### src/rtl/motion_irq_pkg.sv
package motion_irq_pkg;

  typedef enum logic [1:0] {
    ROUTE_LVL_PLS = 2'b00,
    ROUTE_PLS_LVL = 2'b01,
    ROUTE_SGL_DBL = 2'b10,
    ROUTE_NONE    = 2'b11
  } routeMode_e;

  typedef struct packed {
    logic set1;
    logic set2;
    logic clr1;
    logic clr2;
    logic setLvlFlags;
    logic setSglFlags;
    logic setDblFlags;
    logic clrLvlFlags;
    logic clrPlsFlags;
  } latchCmd_t;

endpackage

### src/rtl/irq_route_ctrl.sv
module irq_route_ctrl
  import motion_irq_pkg::*;
(
  input  logic [1:0] modeSel,
  input  logic       clrInt1,
  input  logic       clrInt2,
  input  logic       win2Zero,
  input  logic       levelEvt,
  input  logic       singleEvt,
  input  logic       doubleEvt,
  output latchCmd_t  cmd
);

  routeMode_e route;
  assign route = routeMode_e'(modeSel);

  always_comb begin
    cmd = '0;
    unique case (route)
      ROUTE_LVL_PLS: begin
        cmd.set1        = levelEvt;
        cmd.set2        = singleEvt;
        cmd.clr1        = clrInt1;
        cmd.clr2        = clrInt2;
        cmd.setLvlFlags = levelEvt;
        cmd.setSglFlags = singleEvt;
        cmd.clrLvlFlags = clrInt1;
        cmd.clrPlsFlags = clrInt2;
      end
      ROUTE_PLS_LVL: begin
        cmd.set1        = singleEvt;
        cmd.set2        = levelEvt;
        cmd.clr1        = clrInt1;
        cmd.clr2        = clrInt2;
        cmd.setLvlFlags = levelEvt;
        cmd.setSglFlags = singleEvt;
        cmd.clrLvlFlags = clrInt2;
        cmd.clrPlsFlags = clrInt1;
      end
      ROUTE_SGL_DBL: begin
        // only the second clear acts, and it resets both latches
        cmd.set1        = singleEvt;
        cmd.set2        = win2Zero ? singleEvt : doubleEvt;
        cmd.clr1        = clrInt2;
        cmd.clr2        = clrInt2;
        cmd.setSglFlags = singleEvt;
        cmd.setDblFlags = doubleEvt && !win2Zero;
        cmd.clrPlsFlags = clrInt2;
      end
      default: begin
        cmd.clr1 = clrInt1;
        cmd.clr2 = clrInt2;
      end
    endcase
  end

endmodule

### src/rtl/irq_latch_dp.sv
module irq_latch_dp
  import motion_irq_pkg::*;
#(
  parameter int NUM_AXES = 3,
  parameter int SAMPLE_W = 8
) (
  input  logic                         clk,
  input  logic                         rst,
  input  logic [NUM_AXES*SAMPLE_W-1:0] samples,
  input  logic [SAMPLE_W-1:0]          threshold,
  input  logic [NUM_AXES-1:0]          axisDisable,
  input  logic                         thrSigned,
  input  logic                         levelNeg,
  input  logic                         pulseNeg,
  input  logic [NUM_AXES-1:0]          singlePulse,
  input  logic [NUM_AXES-1:0]          doublePulse,
  input  latchCmd_t                    cmd,
  output logic                         levelEvt,
  output logic                         singleEvt,
  output logic                         doubleEvt,
  output logic                         int1Bit,
  output logic                         int2Bit,
  output logic [NUM_AXES-1:0]          levelSrc,
  output logic [NUM_AXES-1:0]          pulseSrc
);

  localparam int MAG_W = SAMPLE_W + 1;

  logic [NUM_AXES-1:0] axisEnabled;
  logic [NUM_AXES-1:0] levelHit;
  logic [NUM_AXES-1:0] levelContrib;
  logic [NUM_AXES-1:0] singleContrib;
  logic [NUM_AXES-1:0] doubleContrib;

  assign axisEnabled = ~axisDisable;

  for (genvar ax = 0; ax < NUM_AXES; ax++) begin : g_axis
    logic signed [SAMPLE_W-1:0] smp;
    logic [MAG_W-1:0]           ext;
    logic [MAG_W-1:0]           mag;
    logic                       absMeets;
    logic                       sgnMeets;
    assign smp      = samples[ax*SAMPLE_W +: SAMPLE_W];
    assign ext      = {smp[SAMPLE_W-1], smp};
    assign mag      = smp[SAMPLE_W-1] ? (~ext + MAG_W'(1)) : ext;
    assign absMeets = mag >= {1'b0, threshold};
    assign sgnMeets = smp >= $signed(threshold);
    assign levelHit[ax] = (thrSigned ? sgnMeets : absMeets) ^ levelNeg;
  end

  assign levelContrib  = levelHit    & axisEnabled;
  assign singleContrib = singlePulse & axisEnabled;
  assign doubleContrib = doublePulse & axisEnabled;

  // OR across axes when positive, AND across enabled axes when negative
  function automatic logic combineAxes(input logic [NUM_AXES-1:0] contrib,
                                       input logic [NUM_AXES-1:0] enabled,
                                       input logic                useAnd);
    return useAnd ? ((|enabled) && (contrib == enabled)) : (|contrib);
  endfunction

  assign levelEvt  = combineAxes(levelContrib,  axisEnabled, levelNeg);
  assign singleEvt = combineAxes(singleContrib, axisEnabled, pulseNeg);
  assign doubleEvt = combineAxes(doubleContrib, axisEnabled, pulseNeg);

  always_ff @(posedge clk) begin
    if (rst) begin
      int1Bit  <= 1'b0;
      int2Bit  <= 1'b0;
      levelSrc <= '0;
      pulseSrc <= '0;
    end else begin
      int1Bit  <= (int1Bit & ~cmd.clr1) | cmd.set1;
      int2Bit  <= (int2Bit & ~cmd.clr2) | cmd.set2;
      levelSrc <= (levelSrc & ~{NUM_AXES{cmd.clrLvlFlags}})
                | (cmd.setLvlFlags ? levelContrib : '0);
      pulseSrc <= (pulseSrc & ~{NUM_AXES{cmd.clrPlsFlags}})
                | (cmd.setSglFlags ? singleContrib : '0)
                | (cmd.setDblFlags ? doubleContrib : '0);
    end
  end

endmodule

### src/rtl/motion_irq_router.sv
module motion_irq_router
  import motion_irq_pkg::*;
#(
  parameter int NUM_AXES = 3,
  parameter int SAMPLE_W = 8
) (
  input  logic                         clk,
  input  logic                         rst,
  input  logic [1:0]                   modeSel,
  input  logic                         pinSwap,
  input  logic [NUM_AXES-1:0]          axisDisable,
  input  logic                         thrSigned,
  input  logic                         levelNeg,
  input  logic                         pulseNeg,
  input  logic                         clrInt1,
  input  logic                         clrInt2,
  input  logic [NUM_AXES*SAMPLE_W-1:0] samples,
  input  logic [SAMPLE_W-1:0]          threshold,
  input  logic [NUM_AXES-1:0]          singlePulse,
  input  logic [NUM_AXES-1:0]          doublePulse,
  input  logic                         win2Zero,
  output logic                         int1Bit,
  output logic                         int2Bit,
  output logic                         int1Pin,
  output logic                         int2Pin,
  output logic [NUM_AXES-1:0]          levelSrc,
  output logic [NUM_AXES-1:0]          pulseSrc
);

  latchCmd_t cmd;
  logic      levelEvt;
  logic      singleEvt;
  logic      doubleEvt;

  irq_route_ctrl u_ctrl (
    .modeSel   (modeSel),
    .clrInt1   (clrInt1),
    .clrInt2   (clrInt2),
    .win2Zero  (win2Zero),
    .levelEvt  (levelEvt),
    .singleEvt (singleEvt),
    .doubleEvt (doubleEvt),
    .cmd       (cmd)
  );

  irq_latch_dp #(.NUM_AXES(NUM_AXES), .SAMPLE_W(SAMPLE_W)) u_dp (
    .clk         (clk),
    .rst         (rst),
    .samples     (samples),
    .threshold   (threshold),
    .axisDisable (axisDisable),
    .thrSigned   (thrSigned),
    .levelNeg    (levelNeg),
    .pulseNeg    (pulseNeg),
    .singlePulse (singlePulse),
    .doublePulse (doublePulse),
    .cmd         (cmd),
    .levelEvt    (levelEvt),
    .singleEvt   (singleEvt),
    .doubleEvt   (doubleEvt),
    .int1Bit     (int1Bit),
    .int2Bit     (int2Bit),
    .levelSrc    (levelSrc),
    .pulseSrc    (pulseSrc)
  );

  assign int1Pin = pinSwap ? int2Bit : int1Bit;
  assign int2Pin = pinSwap ? int1Bit : int2Bit;

endmodule

### config.mk
export PLATFORM = sky130hd
export DESIGN_NAME = motion_irq_router
export DESIGN_NICKNAME = d
export VERILOG_FILES = /design/src/rtl/motion_irq_pkg.sv /design/src/rtl/irq_route_ctrl.sv /design/src/rtl/irq_latch_dp.sv /design/src/rtl/motion_irq_router.sv
export SDC_FILE = /design/constraint.sdc
export NUM_CORES = 1
export LEC_CHECK = 0
export ABC_CLOCK_PERIOD_IN_PS = 3900
export BUFFER_PORTS_ARGS = -buffer_cell sky130_fd_sc_hd__buf_4
export CAP_MARGIN = 20
export CORE_ASPECT_RATIO = 0.7
export CORE_MARGIN = 1.5
export CORE_UTILIZATION = 51
export DETAILED_ROUTE_END_ITERATION = 10
export PLACE_DENSITY_LB_ADDON = 0.12
export SLEW_MARGIN = 0
export SYNTH_ARGS = -nofsm -noshare
export SYNTH_HDL_FRONTEND = slang
export SYNTH_SLANG_ARGS = --single-unit
### constraint.sdc
create_clock -name clk -period 3.9 [get_ports clk]
set_input_delay 0.585 -clock clk [delete_from_list [all_inputs] [get_ports clk]]
set_output_delay 0.585 -clock clk [all_outputs]
set_load 0.03 [all_outputs]
---- Word-level counts from Yosys, hierarchy flattened ----
Index checks and enable logic that the tools add are counted.
word-level totals
  register bits after elaboration ......... 8
  input bits .............................. 52
  output and inout port bits .............. 10
  logic and storage cells ................. 76
operators by class
  add/subtract/negate cells ............... 3
  magnitude comparators ................... 6
  eq/ne operators ......................... 5
  muxes and demuxes ....................... 22
  bitwise operators ....................... 23
  reductions and logical operators ........ 13
operators by type and width
  operator                                                         count
  9-bit by 1-bit adder with 9-bit output, second input constant    3
  9-bit by 8-bit >= comparator with 1-bit output                   3
  9-bit two-way mux                                                3
  9-bit NOT                                                        3
  8-bit >= comparator                                              3
  3-bit bitwise AND                                                5
  3-bit OR reduction                                               5
  1-bit two-way mux                                                12
  3-bit == test                                                    3
  3-bit two-way mux                                                3
  3-bit NOT                                                        3
  3-bit bitwise OR                                                 3
  2-bit one-hot mux with 3 select lines                            1
  1-bit logical AND                                                4
  1-bit one-hot mux with 2 select lines                            2
  2-bit OR reduction                                               2
  1-bit bitwise XOR                                                3
  1-bit bitwise AND                                                2
  2-bit by 1-bit == test with 1-bit output, second input constant  1
  2-bit == test, second input constant                             1
  2-bit zero test                                                  1
  2-bit two-way mux                                                1
  1-bit NOT                                                        2
  1-bit bitwise OR                                                 2
  1-bit zero test                                                  1

---- Logic depth before layout (Yosys ltp) ----
  word-level depth ........................ 13
  gate-level depth with buffers ........... 14
  gate-level depth less buffers ........... 14

---- By module ----
From an unflattened synthesis, not the netlist that was laid out.
second synthesis, totals
  cell total of the unflattened synthesis .. 266
  area, all modules ....................... 2100.8 sq um
by module, submodules not included
  module             instances  cells an instance  area each (sq um)  seq. area each (sq um)
  irq_latch_dp       1          246                1929.4             160.2
  irq_route_ctrl     1          18                 148.9              0.0
  motion_irq_router  1          2                  22.5               0.0

---- Least setup slack after synthesis ----
OpenSTA, ideal clock, no wires.
  kind .................................... input-to-reg
  start ................................... input samples[2]
  end ..................................... register u_dp.levelSrc[0]
  library setup time ...................... 0.061 ns
  data arrival time ....................... 2.851 ns
  data required time ...................... 3.839 ns
  setup slack ............................. 0.988 ns
  stages .................................. 12
  buffers on the path ..................... 0
  path through ............................ or3_1 > o31ai_1 > xnor2_1 > ha_1 > and3_1 > o2111ai_1 > o21ai_1 > o211ai_2 > o22a_2 > o21ai_2 > mux2i_2 > a32o_1
on the way
  word-level cells in the longest chain between the ends .. 13
  elaborated cells between the ends (all ways) .. 15
  classes of those cells .................. add/sub (1); order compare (2); eq/ne (1); mux (5); bitwise (4); reduce/logical (2)
ends and longest elaborated chain
  item                                            line                     source
  start: declaration                              motion_irq_router.sv:17  input logic [NUM_AXES*SAMPLE_W-1:0] samples,
  9-bit NOT                                       irq_latch_dp.sv:45       assign mag = smp[SAMPLE_W-1] ? (~ext + MAG_W'(1)) : ext;
  9-bit by 1-bit adder with 9-bit output          irq_latch_dp.sv:45
  9-bit two-way mux                               irq_latch_dp.sv:45
  9-bit by 8-bit >= comparator with 1-bit output  irq_latch_dp.sv:46       assign absMeets = mag >= {1'b0, threshold};
  1-bit two-way mux (*)                           irq_latch_dp.sv:48       assign levelHit[ax] = (thrSigned ? sgnMeets : absMeets) ^ levelNeg;
  1-bit bitwise XOR (*)                           irq_latch_dp.sv:48
  3-bit bitwise AND (*)                           irq_latch_dp.sv:51       assign levelContrib = levelHit & axisEnabled;
  3-bit == test                                   irq_latch_dp.sv:59       return useAnd ? ((|enabled) && (contrib == enabled)) : (|contrib);
  1-bit logical AND                               irq_latch_dp.sv:59
  1-bit two-way mux                               irq_latch_dp.sv:59
  1-bit two-way mux                               irq_route_ctrl.sv:19     unique case (route)
  3-bit two-way mux (*)                           irq_latch_dp.sv:76       | (cmd.setLvlFlags ? levelContrib : '0);
  3-bit bitwise OR (*)                            irq_latch_dp.sv:76
  end signal: assignment                          irq_latch_dp.sv:75       levelSrc <= (levelSrc & ~{NUM_AXES{cmd.clrLvlFlags}})
  end: declaration                                irq_latch_dp.sv:23       output logic [NUM_AXES-1:0] levelSrc,
Every way passes the cells marked *; elsewhere a longest branch is shown, timed or not.
A chain may end at the register's enable or synchronous reset.

---- Worst setup path after layout ----
  start ................................... input samples[8]
  end ..................................... register u_dp.levelSrc[1]
Same word-level chain as after synthesis.

==> results.toml <==
[status]
status = "complete, no violations"

[detailed_routing]
antenna_left = 0
dr_total_vias = 2060
wl_per_cell_um = 15.1
avgViaCountPerCell = 5.79
drc = 0
drt-initial-drc-count = 78
wl_um = 5360
firstDrtPassIters = 4

[sta]
finalCritPeriodShare_pct = 79.1
finalSetupViolations = 0
tightest_slew_ns = 0.380
rsz0062_at_grt = "no"
fin_crit_ns = 3.09
slew_violations = 0
timing.setup.tns_ns = 0
clock.fmax_mhz = 324
hold_viol_final = 0
clock_skew_ns = 0
max_slew_margin_pct = 74.3

[synth]
synthFlopType = "dfxtp_1"
synth_seq_cells = 8
synthesis.instances = 246
mappedNetlistNets = 346
synth.area.top_cells = "ha_1 30%, dfxtp_1 8.0%, xnor2_1 7.9%"
ys_seq_area_share_pct = 8.01
synthArstFlopShare_pct = 0
synth_area_per_cell_um2 = 8.13
synth-edff-count = 0
yosysTopAreaCell = "ha_1"
netlist_area_mm2 = 0.00200
synth_top_area_share_pct = 30.0
ys_types = 48
yosys_warnings = 0

[power]
design_power_total_uw = 489
leakagePower_uw = 0.00124
p_per_area_mw_per_mm2 = 193
peakVddDrop_uv = 184

[layout]
layout_common_cells = "61 x buf_4, 48 x ha_1, 18 x xnor2_1, 15 x nand2_1, 15 x inv_1"
syn_to_final_growth_pct = 26.8
multiInputGateArea_mm2 = 0.00176
final_nets = 408
drive_gt1_share_pct = 23.5
fillCellCount = 335
final_common_cell = "buf_4"
antenna_cells = 0
seqCellArea_um2 = 160
final_core_util_pct = 69.9

[floorplanning]
pin_count = 62
rows = 18
start_util_pct = 55.1
core_mm2 = 0.00363
die-height_um = 55.4
die_w_um = 77.8
dieArea_mm2 = 0.00431

[critical_path]
endpoint_kind = "register"
cp_slowest_cell = "or3_1"
path_class = "primary input to register"
worstPathArrival_ns = 3.25
crit_chain = "buf_4 -> or3_1 -> o31ai_1 -> xnor2_1 -> ha_1 -> a21o_1 -> a211oi_1 -> o21ai_1 -> o211ai_2 -> o22a_2 -> o21ai_2 -> mux2i_2 -> a32o_1"
path_max_fanout = 4
cp.required_ns = 4.07
critical-path-max-stage-delay_ns = 0.41
cp-start-kind = "primary input"

[placement]
dp_hpwl_um = 4380
gp_congestion = 0.805
numPortBuffers = 61

[worst_hold_path]
worstHoldPathType = "register to register"

[grt]
track_usage_pct = 25.7
grt_overflow = 0
grt_max_degree = 11
first_global_vias = 2000
antenna_found_initial = 0
grt_pass1_wl_um = 9050

[clocking]
root_buffer = "clkbuf_8"
cts_tree = "yes"
holdBufCountCts = 0
insertion_delay_ns = 0.23
ctsLongestPathBuffers = 2
path_clk_slew_ns = 0.04
cts_resized = 0
cts_buffers = 3
cts.sinks = 8
cts_setup_buffers = 0
h-tree-depth = 1

[run]
cap_violations = 0
[per-stage QoR]
step | hold WS [ns] | cell area (µm²) | std cells | worst slack (ns)
detailed placement | 0.474 | 2490 | 353 | 0.571
global placement | 0.458 | 2490 | 353 | 0.738
CTS | 0.489 | 2530 | 356 | 0.790
floorplan | 0.674 | 2000 | 246 | 0.988
global route | 0.514 | 2530 | 356 | 0.612
finish | 0.487 | 2530 | 356 | 0.814
[synthesized netlist by cell type, drive strengths merged (2+ instances only)]
cell / number
a211oi: 5
a21o: 6
a21oi: 12
a222oi: 3
a22o: 2
a31oi: 4
a32o: 3
and3: 3
and4: 2
buf: 3
dfxtp: 8
ha: 48
inv: 15
mux2: 2
mux2i: 3
nand2: 15
nand2b: 8
nand3: 3
nand3b: 2
nand4: 2
nor2: 9
nor2b: 12
nor3: 4
nor4b: 4
o2111ai: 2
o211ai: 5
o21ai: 18
o22ai: 2
o31ai: 4
or3: 6
xnor2: 18
[layout make-up]
type,instances,share of cell area [%]
repair buffers,61,18.1
well taps,50,2.47
multi-input cells,219,69.3
clock buffers,3,1.63
inverters,15,2.22
flip-flops and latches,8,6.32
[worst max-delay path, delay by kind of cell]
| family | cells | cell delay (ns) |
|---|---|---|
| AOI/OAI and AO/OA | 8 | 1.53 |
| muxes | 1 | 0.28 |
| xor gates and xnor gates | 1 | 0.13 |
| and+or+nand+nor | 1 | 0.41 |
| buffers and inverters | 1 | 0.11 |
| adders and majority gates | 1 | 0.20 |
[power breakdown]
part,internal [µW],leakage [µW],switching [µW]
clock network,67.1,0.0000216,34.8
logic,142,0.00115,154
registers,87.5,0.0000654,4.17
[layer usage]
| layer | global-route usage [%] | share of wire [%] |
|---|---|---|
| met1 | 37.8 | 50 |
| met5 | 0 | 0 |
| met3 | 3.47 | 5.4 |
| met2 | 41.4 | 44 |
| met4 | 1.30 | 0 |
[cell families after synthesis]
| family | synth area share (%) |
|---|---|
| multiplexers | 2.82 |
| adder cells (fa/ha/maj) | 30.0 |
| AO/OA/AOI/OAI | 25.7 |
| XOR/XNOR | 7.88 |
| buffers and inverters | 4.13 |
| flip-flops | 8.01 |
| AND/OR/NAND/NOR | 21.4 |
[sequential cells by signal, indices dropped and copies added, names as in the netlist]
| name | flops |
|---|---|
| u_dp.pulseSrc | 3 |
| u_dp.int2Bit | 1 |
| u_dp.levelSrc | 3 |
| u_dp.int1Bit | 1 |
[final timing paths]
check / from / endpoint / slack, ns / cells past startpoint
setup / recovery: samples[8] / u_dp.levelSrc[1]$_SDFF_PP0_ / 0.81 / 13
setup reg to reg: u_dp.int1Bit$_SDFF_PP0_ / u_dp.int1Bit$_SDFF_PP0_ / 2.94 / 4
hold reg to reg: u_dp.levelSrc[1]$_SDFF_PP0_ / u_dp.levelSrc[1]$_SDFF_PP0_ / 0.49 / 1
hold / removal: u_dp.levelSrc[1]$_SDFF_PP0_ / u_dp.levelSrc[1]$_SDFF_PP0_ / 0.49 / 1
No activity file was read; power rests on OpenSTA's default activity.
